### src/rtl/mscc_pkg.sv
package mscc_pkg;
   localparam int BE_W   = 4;
   localparam int CODE_W = 3;

   typedef enum logic [2:0] {
      ST_RUN, ST_MGMT, ST_RESTORE, ST_DRAIN, ST_SPECIAL, ST_GRANTED
   } ctl_state_t;

   typedef enum logic [1:0] {SPC_SHUTDOWN, SPC_HALT, SPC_STOPGRANT} spc_kind_t;

   typedef struct packed {
      logic [BE_W-1:0]   be_n;
      logic [CODE_W-1:0] addr;
   } spc_code_t;

   localparam spc_code_t SPC_IDLE = '{be_n: 4'b1111, addr: 3'b000};

   function automatic spc_code_t spc_encode(spc_kind_t kind);
      spc_code_t c;
      case (kind)
         SPC_SHUTDOWN:  c = '{be_n: 4'b1110, addr: 3'b000};
         SPC_HALT:      c = '{be_n: 4'b1011, addr: 3'b000};
         SPC_STOPGRANT: c = '{be_n: 4'b1011, addr: 3'b100};
         default:       c = SPC_IDLE;
      endcase
      return c;
   endfunction
endpackage

### src/rtl/mscc_sync.sv
module mscc_sync #(
   parameter int               WIDTH   = 2,
   parameter int               STAGES  = 2,
   parameter logic [WIDTH-1:0] RST_VAL = '1
) (
   input  logic             clk,
   input  logic             rst_n,
   input  logic [WIDTH-1:0] din,
   output logic [WIDTH-1:0] dout
);
   generate
      if (STAGES < 2) begin : g_bad_stages
         $error("mscc_sync: STAGES must be at least 2");
      end
   endgenerate

   logic [WIDTH-1:0] stg [STAGES];

   always_ff @(posedge clk or negedge rst_n) begin
      if (!rst_n) begin
         for (int i = 0; i < STAGES; i++) stg[i] <= RST_VAL;
      end else begin
         stg[0] <= din;
         for (int i = 1; i < STAGES; i++) stg[i] <= stg[i-1];
      end
   end

   assign dout = stg[STAGES-1];
endmodule

### src/rtl/mscc_pend.sv
module mscc_pend (
   input  logic clk,
   input  logic rst_n,
   input  logic irq_sync_n,
   input  logic take,
   output logic pend
);
   logic prev_n;
   logic fall;

   assign fall = prev_n & ~irq_sync_n;

   always_ff @(posedge clk or negedge rst_n) begin
      if (!rst_n) begin
         prev_n <= 1'b1;
         pend   <= 1'b0;
      end else begin
         prev_n <= irq_sync_n;
         // a new edge wins over the clear of the one being taken
         pend   <= fall | (pend & ~take);
      end
   end
endmodule

### src/rtl/mscc_seq.sv
module mscc_seq
   import mscc_pkg::*;
(
   input  logic      clk,
   input  logic      rst_n,
   input  logic      pend,
   input  logic      stop_act,
   input  logic      insn_bnd,
   input  logic      resume_done,
   input  logic      restore_done,
   input  logic      wbuf_empty,
   output logic      take_now,
   output logic      take_mgmt,
   output logic      mgmt_active_n,
   output logic      spc_req,
   output spc_code_t spc_code,
   output logic      core_halt
);
   ctl_state_t state, state_nxt;

   assign take_now = (state == ST_RUN) && insn_bnd && pend;

   always_comb begin
      state_nxt = state;
      case (state)
         ST_RUN: begin
            if (take_now)                  state_nxt = ST_MGMT;
            else if (insn_bnd && stop_act) state_nxt = ST_DRAIN;
         end
         ST_MGMT:    if (resume_done)  state_nxt = ST_RESTORE;
         ST_RESTORE: if (restore_done) state_nxt = ST_RUN;
         ST_DRAIN:   if (wbuf_empty)   state_nxt = ST_SPECIAL;
         ST_SPECIAL:                   state_nxt = ST_GRANTED;
         ST_GRANTED: if (!stop_act)    state_nxt = ST_RUN;
         default:                      state_nxt = ST_RUN;
      endcase
   end

   always_ff @(posedge clk or negedge rst_n) begin
      if (!rst_n) begin
         state     <= ST_RUN;
         take_mgmt <= 1'b0;
      end else begin
         state     <= state_nxt;
         take_mgmt <= take_now;
      end
   end

   assign mgmt_active_n = !((state == ST_MGMT) || (state == ST_RESTORE));
   assign spc_req       = (state == ST_SPECIAL);
   assign spc_code      = spc_req ? spc_encode(SPC_STOPGRANT) : SPC_IDLE;
   assign core_halt     = (state == ST_DRAIN) || (state == ST_SPECIAL) ||
                          (state == ST_GRANTED);
endmodule

### src/rtl/mgmt_clk_ctrl.sv
module mgmt_clk_ctrl
   import mscc_pkg::*;
#(
   parameter int SYNC_STAGES = 2
) (
   input  logic              clk,
   input  logic              rst_n,
   input  logic              mgmt_irq_n,
   input  logic              stop_req_n,
   input  logic              insn_bnd,
   input  logic              resume_done,
   input  logic              restore_done,
   input  logic              wbuf_empty,
   output logic              mgmt_active_n,
   output logic              take_mgmt,
   output logic              spc_req,
   output logic [BE_W-1:0]   spc_be_n,
   output logic [CODE_W-1:0] spc_addr,
   output logic              core_halt
);
   localparam int N_ASYNC = 2;

   logic [N_ASYNC-1:0] async_sync;
   logic               pend;
   logic               take_now;
   spc_code_t          code;

   mscc_sync #(.WIDTH(N_ASYNC), .STAGES(SYNC_STAGES), .RST_VAL('1)) sync_i (
      .clk  (clk),
      .rst_n(rst_n),
      .din  ({stop_req_n, mgmt_irq_n}),
      .dout (async_sync)
   );

   mscc_pend pend_i (
      .clk       (clk),
      .rst_n     (rst_n),
      .irq_sync_n(async_sync[0]),
      .take      (take_now),
      .pend      (pend)
   );

   mscc_seq seq_i (
      .clk          (clk),
      .rst_n        (rst_n),
      .pend         (pend),
      .stop_act     (~async_sync[1]),
      .insn_bnd     (insn_bnd),
      .resume_done  (resume_done),
      .restore_done (restore_done),
      .wbuf_empty   (wbuf_empty),
      .take_now     (take_now),
      .take_mgmt    (take_mgmt),
      .mgmt_active_n(mgmt_active_n),
      .spc_req      (spc_req),
      .spc_code     (code),
      .core_halt    (core_halt)
   );

   assign spc_be_n = code.be_n;
   assign spc_addr = code.addr;
endmodule

### config.mk
export PLATFORM = sky130hd
export DESIGN_NAME = mgmt_clk_ctrl
export DESIGN_NICKNAME = d
export VERILOG_FILES = /design/src/rtl/mscc_pkg.sv /design/src/rtl/mscc_sync.sv /design/src/rtl/mscc_pend.sv /design/src/rtl/mscc_seq.sv /design/src/rtl/mgmt_clk_ctrl.sv
export SDC_FILE = /design/constraint.sdc
export NUM_CORES = 1
export LEC_CHECK = 0
export BUFFER_PORTS_ARGS = -buffer_cell sky130_fd_sc_hd__buf_2
export CAP_MARGIN = 10
export CORE_AREA = 2 2 39 41
export CTS_BUF_LIST = sky130_fd_sc_hd__clkbuf_16
export CTS_CLUSTER_DIAMETER = 80
export DETAILED_ROUTE_END_ITERATION = 8
export DIE_AREA = 0 0 41 43
export GPL_ROUTABILITY_DRIVEN = 0
export PLACE_DENSITY = 0.62
export SLEW_MARGIN = 20
export SYNTH_ARGS = -nofsm -noshare
export SYNTH_HDL_FRONTEND = slang
export SYNTH_SLANG_ARGS = --single-unit
### constraint.sdc
create_clock -name clk -period 1.8 [get_ports clk]
set_clock_uncertainty 0.2 [all_clocks]
set_input_delay 0.18 -clock clk [delete_from_list [all_inputs] [get_ports clk]]
set_output_delay 0.18 -clock clk [all_outputs]
set_load 0.02 [all_outputs]
# Yosys cells after proc, flatten, opt, wreduce, memory -nomap -nowiden
# Index checks and enable logic that the tools add are counted.
[classes]
addsub = 0
mul = 0
n_div = 0
n_lt_le_gt_ge = 0
n_eq_ne = 10
n_shift = 0
muxes = 8
bitwise_logic = 6
n_reduce_logical = 9
[ops]
columns = ["op", "count"]
rows = [
  ["two-way mux 3 bit", 6],
  ["case mux 3 bit (6 select lines)", 1],
  ["inequality test 2 bit (second input constant)", 4],
  ["== test 3 x 2 -> 1 bit (second input constant)", 2],
  ["== test 3 bit (second input constant)", 2],
  ["two-way mux 6 bit", 1],
  ["AND reduction 5 bit", 1],
  ["== test 3 x 1 -> 1 bit (second input constant)", 1],
  ["logical AND 1 bit", 3],
  ["logical NOT 3 bit", 1],
  ["logical OR 1 bit", 3],
  ["inequality test 3 bit (second input constant)", 1],
  ["NOT 1 bit", 3],
  ["AND 1 bit", 2],
  ["logical NOT 1 bit", 1],
  ["bitwise OR 1 bit", 1],
]
[word_totals]
register_bits = 10
latch_bits = 0
ramBits = 0
mem_bits_ro = 0
in_bits = 8
out_inout_bits = 11
wordCells = 39
mem_count = 0

# Depth between registers and ports, before layout
[logic_depth]
word_depth = 6
ltp_mapped = 5
mapped_depth_nobuf = 3

# Hierarchy
# Synthesis repeated with hierarchy kept, for this count alone.
[hier_totals]
cells_unflattened = 51
hier_area_um2 = 535.5
[modules_own_cells]
columns = ["mod", "n_inst", "cells_per_inst", "area_per_inst_um2", "seq_area_each_um2"]
rows = [
  ["mscc_seq", 1, 39, 340.3, 100.1],
  ["mscc_sync", 1, 6, 120.1, 105.1],
  ["mscc_pend", 1, 5, 71.3, 51.3],
  ["mgmt_clk_ctrl", 1, 1, 3.8, 0.0],
]

# Worst setup path after synthesis
# Ideal clock, no wire load.
[synth_path]
path_kind = "register to output"
from = "register seq_i.state[1]"
to = "output port spc_addr[2]"
t_arrival_ns = 1.381
t_required_ns = 1.420
slack_ns = 0.039
path_stages_with_launch = 6
path_buffers = 2
path_cell_list = "dfrtp_1 > clkbuf_1 > nand2b_1 > or2_2 > inv_1 > buf_4"
[synth_between]
elab_chain_cells = 2
[synth_lines]
columns = ["item", "line_no", "source"]
rows = [
  ["start: declaration", "mscc_seq.sv:19", "ctl_state_t state, state_nxt;"],
  ["start signal: assignment", "mscc_seq.sv:44", "state <= state_nxt;"],
  ["== test 3 bit", "mscc_seq.sv:50", "assign spc_req = (state == ST_SPECIAL);"],
  ["named net spc_req", "mgmt_clk_ctrl.sv:16", "output logic spc_req,"],
  ["two-way mux 6 bit", "mscc_seq.sv:51", "assign spc_code = spc_req ? spc_encode(SPC_STOPGRANT) : SPC_IDLE;"],
  ["end: declaration", "mgmt_clk_ctrl.sv:18", "output logic [CODE_W-1:0] spc_addr,"],
]
# The timed path passes the listed nets, and every way through them passes these cells.

# Worst setup path after layout
[layout_path]
from = "register seq_i.state[1]"
to = "output port spc_req"
[layout_between]
elab_chain_cells = 1
[layout_lines]
columns = ["item", "line_no"]
rows = [
  ["== test 3 bit", "mscc_seq.sv:50"],
  ["end: declaration", "mgmt_clk_ctrl.sv:16"],
]
# No other way between the ends.

==> metrics.md <==
| Metric | Value |
|---|---|
| Status | finished clean |
| Longest Clk Path Bufs | 2 |
| PwrDens | 1706 nW/um2 |
| PortBufs | 13 |
| Final wirelength | 889 um |
| Clk sinks | 10 |
| Ys Warns | 0 |
| Clock latency at the later pin of the worst-skew pair | 230 ps |
| Starting Density | 36.35% |
| Diode count | 0 |
| Avg Cell Area, Syn | 10.70 um2 |
| Post-synth EDFFs | 0 |
| Max-cap check violation count | 0 |
| Setup slack after layout | 138.6 ps |
| Commonest non-fill, non-tap cells in the layout | 13 x buf_2, 5 x conb_1, 5 x dfrtp_1, 5 x dfstp_2 |
| Flops & latches, synth | 10 |
| Nets | 73 |
| CP Class | reg -> out |
| Worst R2R Path Depth | 2 |
| Layout cell share with drive strength beyond 1 | 45.31% |
| Maximum VDD drop | 818.8 uV |
| Netlist cell types | 21 |
| CP Cell Sequence | nand2b_1, or2_2, inv_1, buf_2 |
| Clk Tree Root Cell | clkbuf_16 |
| Static Leakage | 0.3347 nW |
| Crit. Startpoint | seq_i.state[1] |
| Cell count after synthesis | 47 |
| DRT antenna net count | 0 |
| DP HPWL | 623.6 um |
| Most common cell after layout, fill and taps aside | buf_2 |
| Crit path time final | 1661 ps |
| Final non-filler cell total | 80 |
| Total power | 1.151 mW |
| Setup TNS | 0 ps |
| Place WS | 254.2 ps |
| Critical Path Fanout Max | 3 |
| Antenna violations before repair | 0 |
| Worst hold slack | 67.64 ps |
| Vias per Instance | 4.813 |
| Mapped Area | 503.0 um2 |
| Top_reg_cell synth | dfstp_2 |
| TritonCTS Buffers | 3 |
| Placed Area | 555.5 um2 |
| RSZ-0062 raised after global routing | no |
| Final Setup Violations | 0 |
| Drt first-iter violations | 7 |
| H-tree Lvls | 1 |
| R2R Setup Slk | 230 ps |
| Final period util | 92.30% |
| Core area | 1384 um2 |
| Synth-to-Final Area Change | 34.08% |
| Worst hold path type | in -> reg |
| Seq/Total Area, Yosys | 51.00% |
| Dpl cells | 72 |
| Final hold vios | 0 |
| WL/cell | 11.11 um |
| I/O pin total | 19 |
| Crit start category | flop |
| First-pass GRT wire length | 1407 um |
| Delay-heaviest family, CP | simple AND/OR/NAND/NOR gates |
| R2R Path End | seq_i.state[1] |
| Max Slew Vio Count | 0 |
| CP Capture Type | output pin |
| Crit path arrival time | 1280 ps |
| Die Wd | 41 um |
| Hold Path Sink | seq_i.state[1] |
| Critical R2R Launch | seq_i.state[0] |
| Clk slew on worst S/H paths | 40 ps |
| Residual DRC | 0 |
| Worst Path Buf+Inv | 2 |
| Via count of the first global-routing pass | 342 |
| GRT Total Usage | 12.79% |
| Die height | 43 um |
| CP required | 1420 ps |
| Grt total ovfl | 0 |
| Post-synth ARST share | 100.0% |
| CTS tree | built |
| Vias after detailed routing | 385 |
| Final core utilization | 48.73% |
| Post-route cell area | 674.4 um2 |
| Worst hold path cell count | 3 |
| Full die area | 1763 um2 |
| Hold path start | restore_done |
| Pin count of the biggest net entering global routing | 12 |
| Largest stage delay on the critical path | 370 ps |
| F_max | 601.9 MHz |
| Crit-path slowest cell | dfrtp_1 |
| Initial DRT Pass Iterations | 4 |
| Rows | 14 |
-- cell families (layout without fill, tap and decap cells) --
group,Yosys count,after routing,synth area share (%)
buffers and inverters,12,26,13.93
AO/OA/AOI/OAI,11,11,16.17
flip-flops,10,10,51.00
AND/OR/NAND/NOR,10,10,12.93
other,2,5,1.493
multiplexers,2,2,4.477
-- layer usage --
| metal | wire [um] | up-vias | GRT usage, % |
|---|---|---|---|
| met5 | 0 | - | 0 |
| met1 | 369 | 187 | 13.00 |
| met3 | 66 | 4 | 7.853 |
| li1 | - | 182 | - |
| met4 | 25 | 0 | 8.000 |
| met2 | 427 | 12 | 18.75 |
-- timing repair --
action / CTS / global route
setup endpoints to repair: 0 / 0
setup buffers: 0 / 0
hold buffers: 4 / 0
gates resized for setup: 0 / 0
endpoints found under the hold margin: 13 / 0
-- cell type report --
| class | count | area (um2) |
|---|---|---|
| Fill cell | 129 | 709.4 |
| Timing Repair Buffer | 19 | 120.1 |
| Clock inverter | 1 | 3.754 |
| Tap cell | 16 | 20.02 |
| Sequential cell | 10 | 256.5 |
| Clock buffer | 3 | 75.07 |
| Inverter | 3 | 11.26 |
| Multi-Input combinational cell | 28 | 187.7 |
-- registers in the layout (all words and copies together), names as in the netlist --
register         cells
pend_i.pend          1
pend_i.prev_n        1
seq_i.state          3
seq_i.take_mgmt      1
sync_i.dout          2
sync_i.stg           2
-- worst register-to-register path, stage by stage, from the launching register on --
cell	delay, ps
dfrtp_1	480
or4_4	570
a221oi_2	220
-- synthesized netlist by cell type (all sizes together) (2+ instances only) --
cell type | instances | area (um2)
mux2 | 2 | 22.52
dfrtp | 5 | 125.1
conb | 2 | 7.510
dfstp | 5 | 131.4
o21ai | 2 | 10.01
a21oi | 3 | 15.01
nand2b | 4 | 25.02
a21o | 2 | 15.01
inv | 3 | 11.26
buf | 8 | 55.05
nor2 | 2 | 7.510
-- report_power, final --
group          total [mW]  switching (mW)  internal, mW  leakage [nW]
clock network       0.385          0.0952         0.290        0.0385
logic               0.419           0.224         0.195         0.181
registers           0.346          0.0588         0.287         0.115
-- worst max path at each step --
| stage | endpoint | slack (ps) | depth (start not counted) |
|---|---|---|---|
| 2_1_floorplan | spc_addr[2] | 40 | 5 |
| 3_3_place_gp | seq_i.state[1] | 280 | 2 |
| 3_5_place_dp | seq_i.state[1] | 250 | 2 |
| 4_1_cts | spc_addr[2] | 130 | 4 |
| 5_1_grt | spc_req | 50 | 4 |
| 6_report | spc_req | 140 | 4 |
Power figures use the tool's default switching activity.
